[src/rtl/barrel_pkg.sv]
package barrel_pkg;

    // Sequencer phase: idle right after reset, then issuing every cycle
    typedef enum logic {
        SEQ_IDLE = 1'b0,
        SEQ_RUN  = 1'b1
    } seq_state_e;

    // Next-value source for one thread's program counter
    typedef enum logic [1:0] {
        PC_HOLD = 2'd0,
        PC_STEP = 2'd1,
        PC_JUMP = 2'd2
    } pc_sel_e;

endpackage

[src/rtl/barrel_slot_sel.sv]
module barrel_slot_sel
    import barrel_pkg::*;
#(
    parameter int NT = 4,
    parameter int TID_W = $clog2(NT)
) (
    input  logic             clk,
    input  logic             rst_n,
    output logic             fetch_valid,
    output logic [TID_W-1:0] fetch_tid
);

    localparam logic [TID_W-1:0] LAST_SLOT = TID_W'(NT - 1);

    seq_state_e       state_q, state_d;
    logic [TID_W-1:0] slot_q, slot_d;

    // State register
    always_ff @(posedge clk or negedge rst_n) begin
        if (!rst_n) begin
            state_q <= SEQ_IDLE;
            slot_q  <= '0;
        end else begin
            state_q <= state_d;
            slot_q  <= slot_d;
        end
    end

    // Transitions: IDLE -> RUN once, RUN rotates the slot each cycle
    always_comb begin
        state_d = state_q;
        slot_d  = slot_q;
        unique case (state_q)
            SEQ_IDLE: state_d = SEQ_RUN;
            SEQ_RUN:  slot_d  = (slot_q == LAST_SLOT) ? '0 : slot_q + 1'b1;
            default:  state_d = SEQ_IDLE;
        endcase
    end

    // Outputs
    always_comb begin
        fetch_valid = (state_q == SEQ_RUN);
        fetch_tid   = slot_q;
    end

endmodule

[src/rtl/barrel_pc_bank.sv]
module barrel_pc_bank
    import barrel_pkg::*;
#(
    parameter int NT = 4,
    parameter int ADDR_W = 32,
    parameter int TID_W = $clog2(NT),
    parameter logic [ADDR_W-1:0] RESET_PC = '0,
    parameter logic [ADDR_W-1:0] THREAD_PC_STRIDE = 'h1000,
    parameter int INSN_BYTES = 4
) (
    input  logic                 clk,
    input  logic                 rst_n,
    input  logic                 fetch_valid,
    input  logic [TID_W-1:0]     fetch_tid,
    input  logic [NT-1:0]        redir_valid,
    input  logic [NT*ADDR_W-1:0] redir_target,
    output logic [ADDR_W-1:0]    fetch_addr
);

    localparam logic [ADDR_W-1:0] STEP = ADDR_W'(INSN_BYTES);

    logic [ADDR_W-1:0] pc_q [NT];
    logic [ADDR_W-1:0] pc_plus;

    // Only one thread fetches per cycle, so a single incrementer serves all
    assign fetch_addr = pc_q[fetch_tid];
    assign pc_plus    = fetch_addr + STEP;

    for (genvar t = 0; t < NT; t++) begin : g_thr
        pc_sel_e           sel;
        logic [ADDR_W-1:0] nxt;
        logic              owns_slot;

        assign owns_slot = fetch_valid && (fetch_tid == TID_W'(t));

        always_comb begin
            if (redir_valid[t]) begin
                sel = PC_JUMP;
            end else if (owns_slot) begin
                sel = PC_STEP;
            end else begin
                sel = PC_HOLD;
            end
            unique case (sel)
                PC_JUMP: nxt = redir_target[t*ADDR_W +: ADDR_W];
                PC_STEP: nxt = pc_plus;
                default: nxt = pc_q[t];
            endcase
        end

        always_ff @(posedge clk or negedge rst_n) begin
            if (!rst_n) begin
                pc_q[t] <= RESET_PC + ADDR_W'(t) * THREAD_PC_STRIDE;
            end else begin
                pc_q[t] <= nxt;
            end
        end
    end

endmodule

[src/rtl/barrel_tag_pipe.sv]
module barrel_tag_pipe #(
    parameter int NSTAGE = 5,
    parameter int TID_W = 2
) (
    input  logic                    clk,
    input  logic                    rst_n,
    input  logic                    head_vld,
    input  logic [TID_W-1:0]        head_tid,
    output logic [NSTAGE-1:0]       out_vld,
    output logic [NSTAGE*TID_W-1:0] out_tid
);

    // Registers for stages 1 .. NSTAGE-1; stage 0 is the live fetch slot
    logic [NSTAGE-1:1]             vld_q;
    logic [NSTAGE-1:1][TID_W-1:0]  tid_q;

    always_ff @(posedge clk or negedge rst_n) begin
        if (!rst_n) begin
            vld_q <= '0;
            tid_q <= '0;
        end else begin
            vld_q[1] <= head_vld;
            tid_q[1] <= head_tid;
            for (int k = 2; k < NSTAGE; k++) begin
                vld_q[k] <= vld_q[k-1];
                tid_q[k] <= tid_q[k-1];
            end
        end
    end

    assign out_vld = {vld_q, head_vld};
    assign out_tid = {tid_q, head_tid};

endmodule

[src/rtl/barrel_ctrl.sv]
module barrel_ctrl
    import barrel_pkg::*;
#(
    parameter int NT = 4,
    parameter int NSTAGE = 5,
    parameter int ADDR_W = 32,
    parameter logic [ADDR_W-1:0] RESET_PC = '0,
    parameter logic [ADDR_W-1:0] THREAD_PC_STRIDE = 'h1000,
    parameter int INSN_BYTES = 4,
    localparam int TID_W = $clog2(NT)
) (
    input  logic                    clk,
    input  logic                    rst_n,
    output logic                    imem_req_valid,
    output logic [ADDR_W-1:0]       imem_req_addr,
    output logic [TID_W-1:0]        imem_req_tid,
    output logic [NSTAGE-1:0]       stage_vld,
    output logic [NSTAGE*TID_W-1:0] stage_tid,
    input  logic [NT-1:0]           redir_valid,
    input  logic [NT*ADDR_W-1:0]    redir_target,
    input  logic                    wb_we_req,
    output logic [TID_W-1:0]        rf_rd_bank,
    output logic [TID_W-1:0]        rf_wr_bank,
    output logic [NT-1:0]           rf_bank_we
);

    localparam int DEC_STAGE = 1;
    localparam int WB_STAGE  = NSTAGE - 1;

    logic             fetch_valid;
    logic [TID_W-1:0] fetch_tid;
    logic             wb_vld;

    barrel_slot_sel #(
        .NT    (NT),
        .TID_W (TID_W)
    ) u_slot (
        .clk         (clk),
        .rst_n       (rst_n),
        .fetch_valid (fetch_valid),
        .fetch_tid   (fetch_tid)
    );

    barrel_pc_bank #(
        .NT               (NT),
        .ADDR_W           (ADDR_W),
        .TID_W            (TID_W),
        .RESET_PC         (RESET_PC),
        .THREAD_PC_STRIDE (THREAD_PC_STRIDE),
        .INSN_BYTES       (INSN_BYTES)
    ) u_pcs (
        .clk          (clk),
        .rst_n        (rst_n),
        .fetch_valid  (fetch_valid),
        .fetch_tid    (fetch_tid),
        .redir_valid  (redir_valid),
        .redir_target (redir_target),
        .fetch_addr   (imem_req_addr)
    );

    barrel_tag_pipe #(
        .NSTAGE (NSTAGE),
        .TID_W  (TID_W)
    ) u_tags (
        .clk      (clk),
        .rst_n    (rst_n),
        .head_vld (fetch_valid),
        .head_tid (fetch_tid),
        .out_vld  (stage_vld),
        .out_tid  (stage_tid)
    );

    assign imem_req_valid = fetch_valid;
    assign imem_req_tid   = fetch_tid;

    assign rf_rd_bank = stage_tid[DEC_STAGE*TID_W +: TID_W];
    assign rf_wr_bank = stage_tid[WB_STAGE*TID_W +: TID_W];
    assign wb_vld     = stage_vld[WB_STAGE];

    for (genvar b = 0; b < NT; b++) begin : g_bank_we
        assign rf_bank_we[b] = wb_we_req && wb_vld && (rf_wr_bank == TID_W'(b));
    end

endmodule

[config.mk]
export PLATFORM = sky130hd
export DESIGN_NAME = barrel_ctrl
export DESIGN_NICKNAME = d
export VERILOG_FILES = /design/src/rtl/barrel_pkg.sv /design/src/rtl/barrel_slot_sel.sv /design/src/rtl/barrel_pc_bank.sv /design/src/rtl/barrel_tag_pipe.sv /design/src/rtl/barrel_ctrl.sv
export SDC_FILE = /design/constraint.sdc
export NUM_CORES = 1
export LEC_CHECK = 0
export BUFFER_PORTS_ARGS = -buffer_cell sky130_fd_sc_hd__buf_2
export CORE_AREA = 2 2 137 139
export DETAILED_ROUTE_END_ITERATION = 10
export DIE_AREA = 0 0 139 141
export PLACE_DENSITY_LB_ADDON = 0.1
export SLEW_MARGIN = 15
export SYNTH_ARGS = -nofsm -noshare
export SYNTH_HDL_FRONTEND = slang
export SYNTH_SLANG_ARGS = --single-unit
[constraint.sdc]
create_clock -name clk -period 4 [get_ports clk]
set_clock_uncertainty 0.05 [all_clocks]
set_input_delay 0.8 -clock clk [delete_from_list [all_inputs] [get_ports clk]]
set_output_delay 0.8 -clock clk [all_outputs]
set_load 0.05 [all_outputs]
==> flow_metrics.tcl <==
set metrics [dict create \
    wl_microns 26650 \
    drv_slew 0 \
    ys_seq_area_share_pct 44.45 \
    cts.sinks 143 \
    gp_congestion 0.8344 \
    wl_per_cell_microns 21.17 \
    clkTransAtPathRegs_ns 0.06 \
    die_area_sq_um 19600 \
    synth_adder_area_share_pct 0.7760 \
    dr_total_vias 7339 \
    crit_start "u_slot.fetch_tid[1]$_DFFE_PN0P_" \
    cts_made_buffers 17 \
    synth_top_family_by_area "simple AND/OR/NAND/NOR gates" \
    peakVddDrop_mv 0.5090 \
    min_from "u_tags.vld_q[1]$_DFF_PN0_" \
    cp_data_arrival_time_ns 3.77 \
    yosys-mux-area-fraction_pct 11.73 \
    synth.distinct_cells 45 \
    grt_pass1_vias 7269 \
    drv_cap 0 \
    r2r_slack_ns 0.46 \
    synth_xor_area_share_pct 1.738 \
    drc 0 \
    fin_cells 1259 \
    worstRegToRegCells 8 \
    synth_nets 984 \
    grt_most_used_layer "met2" \
    async_flop_share_pct 100.0 \
    reg2reg_to "u_pcs.pc_q[122]$_DFFE_PN0P_" \
    cts_max_level 4 \
    num-fill-cells 1744 \
    rows 50 \
    endpoint_kind "flip-flop" \
    holdCritPathClass "reg2reg" \
    tightest_slew_ns 0.9955 \
    cts_tree "yes" \
    ff_latch_area_sq_um 3586 \
    final_nets 1152 \
    period_share_pct 88.52 \
    grt_max_degree 75 \
    clockBufferDepth 2 \
    postCtsSetupBuffers 0 \
    grt_pass1_wl_microns 41490 \
    postRouteAntennaNets 0 \
    synthFlopType "dfrtp_1" \
    io_pins 193 \
    place_inst 1227 \
    initial_core_util_pct 44.13 \
    die_w_microns 139 \
    crit_path_end "u_pcs.pc_q[122]$_DFFE_PN0P_" \
    cp_max_fo 17 \
    yosys.area_share.simple_pct 22.85 \
    r2r-start "u_slot.fetch_tid[1]$_DFFE_PN0P_" \
    setup_viol 0 \
    antenna_found_initial 0 \
    mostFrequentLayoutCells "191 x buf_2, 137 x dfrtp_1, 115 x nand2_1" \
    layout_min_cycle_time_ns 3.541 \
    syn_area_sq_um 8061 \
    core-area_sq_um 18270 \
    final_common_cell "buf_2" \
    fin_tns_setup_ns 0 \
    fmaxAchievable_mhz 282.4 \
    power_density_nw_per_um2 755.5 \
    p_leak_uw 0.004379 \
    multi_input_area_sq_um 4065 \
    layout-drive-gt1-share_pct 28.88 \
    n_antenna_cell 0 \
    grtUsageMet1_pct 38.55 \
    use_met2_pct 44.15 \
    finalHoldViolCount 0 \
    ys_ff_latch 143 \
    io_buffers 192 \
    cts_resized 0 \
    synth_warnings 0 \
    dr.pass1.iters 5 \
    path_class "reg2reg" \
    root_buffer "clkbuf_16" \
    drt_iter0_markers 647 \
    clock_latency_ns 0.43 \
    synth_edf_count 0 \
    die_y_microns 141 \
    viasPerCell 5.829 \
    grt_overflow 0 \
    cp.required_ns 4.23 \
    cts_hold_buf 0 \
    met3_usage_pct 4.688 \
    grt_usage_pct 27.63 \
    postSynthAreaPerCell_sq_um 9.552 \
    rsz0062_at_grt "false" \
    syn_to_final_growth_pct 22.01 \
    critPathLaunchType "flip-flop" \
    synth_compound_area_share_pct 13.29 \
    hpwl_microns 18350 \
    slew_headroom_pct 33.02 \
    outcome "completed" \
    netlist_instances 844 \
]
report_power, final:
part | leakage [uW] | switching (uW) | internal, uW
Clock | 0.000312 | 620 | 1110
Sequential | 0.00172 | 210 | 1760
Combinational | 0.00235 | 2650 | 1080
Total | 0.00438 | 3480 | 3950
cell type report:
type / count / area share (%)
clock buffers: 22 / 4.923
clock inverters: 10 / 1.616
inverters: 19 / 0.7251
multi-input cells: 616 / 41.33
flip-flops and latches: 143 / 36.46
well taps: 234 / 2.977
repair buffers: 215 / 11.97
worst min-delay path by stage:
stage	endpoint	slack (ns)	cells after the start
2_1_floorplan	u_pcs.pc_q[0]$_DFFE_PN0P_	0.45	0
3_3_place_gp	u_tags.vld_q[4]$_DFF_PN0_	0.30	0
3_5_place_dp	u_tags.vld_q[2]$_DFF_PN0_	0.31	0
4_1_cts	u_tags.vld_q[2]$_DFF_PN0_	0.32	0
5_1_grt	u_tags.vld_q[4]$_DFF_PN0_	0.33	0
6_report	u_tags.vld_q[2]$_DFF_PN0_	0.32	0
per-stage QoR:
| stage | setup WS, ns | cell area (sq um) | util [%] | hold WS (ns) | total power, uW |
|---|---|---|---|---|---|
| 3_5_place_dp | 0.5790 | 9193 | 50.32 | 0.3082 | 5701 |
| 5_1_grt | 0.1844 | 9836 | 53.84 | 0.3302 | 7787 |
| 3_3_place_gp | 0.6573 | 9193 | 50.32 | 0.3044 | 5685 |
| 2_1_floorplan | 0.7914 | 8061 | - | 0.4544 | 4778 |
| 6_report | 0.4591 | 9836 | 53.84 | 0.3184 | 7431 |
| 4_1_cts | 0.5537 | 9836 | 53.84 | 0.3225 | 7436 |
flip-flops by register name (all words and copies together), names as in the netlist:
register            flops
u_pcs.pc_q            128
u_slot.fetch_tid        2
u_slot.fetch_valid      1
u_tags.out_tid          8
u_tags.vld_q            4
layer usage:
metal | up-vias | part of all wire (%)
met5 | - | 0
met4 | 0 | 1.9
met3 | 37 | 6.8
met2 | 315 | 47
met1 | 3628 | 44
li1 | 3359 | -
logic make-up after synthesis:
group                    Yosys count
other                              1
flip-flops                       143
AO/OA/AOI/OAI                    172
AND/OR/NAND/NOR                  366
adder cells (fa/ha/maj)            5
multiplexers                      56
buffers and inverters             85
XOR/XNOR                          16
worst max-delay path: stages (launching register included):
cell     delay [ns]
dfrtp_2        0.70
buf_4          0.37
mux4_2         0.35
ha_1           0.24
nand3_1        0.14
nor4_1         0.87
a31oi_1        0.29
nor3_1         0.28
o31ai_1        0.10
synth_stat cells (2+ instances only):
cell type	n	area, sq um
a21oi_1	40	200.2
a221o_1	4	40.04
a221oi_1	4	35.03
a31oi_1	7	43.79
a41oi_1	2	17.52
and2_1	7	43.79
and3_1	3	18.77
and4_1	9	78.83
buf_12	2	40.04
buf_4	10	75.07
buf_6	3	33.78
clkbuf_1	50	187.7
dfrtp_1	139	3478
dfstp_2	4	105.1
ha_1	5	62.56
inv_1	19	71.32
mux2_2	2	22.52
mux2i_1	24	240.2
mux4_1	2	52.55
mux4_2	28	630.6
nand2_1	115	431.7
nand2b_1	4	25.02
nand3_1	22	110.1
nand4_1	4	25.02
nand4_2	3	37.54
nor2_1	101	379.1
nor3_1	48	240.2
nor3b_1	28	210.2
nor4_1	3	18.77
nor4_2	3	37.54
nor4_4	2	42.54
nor4b_4	2	47.55
o21ai_0	54	270.3
o221ai_1	4	35.03
o31ai_1	56	420.4
or3_1	8	50.05
xnor2_1	10	87.58
xor2_1	6	52.55
(Power assumes the default switching activity.)
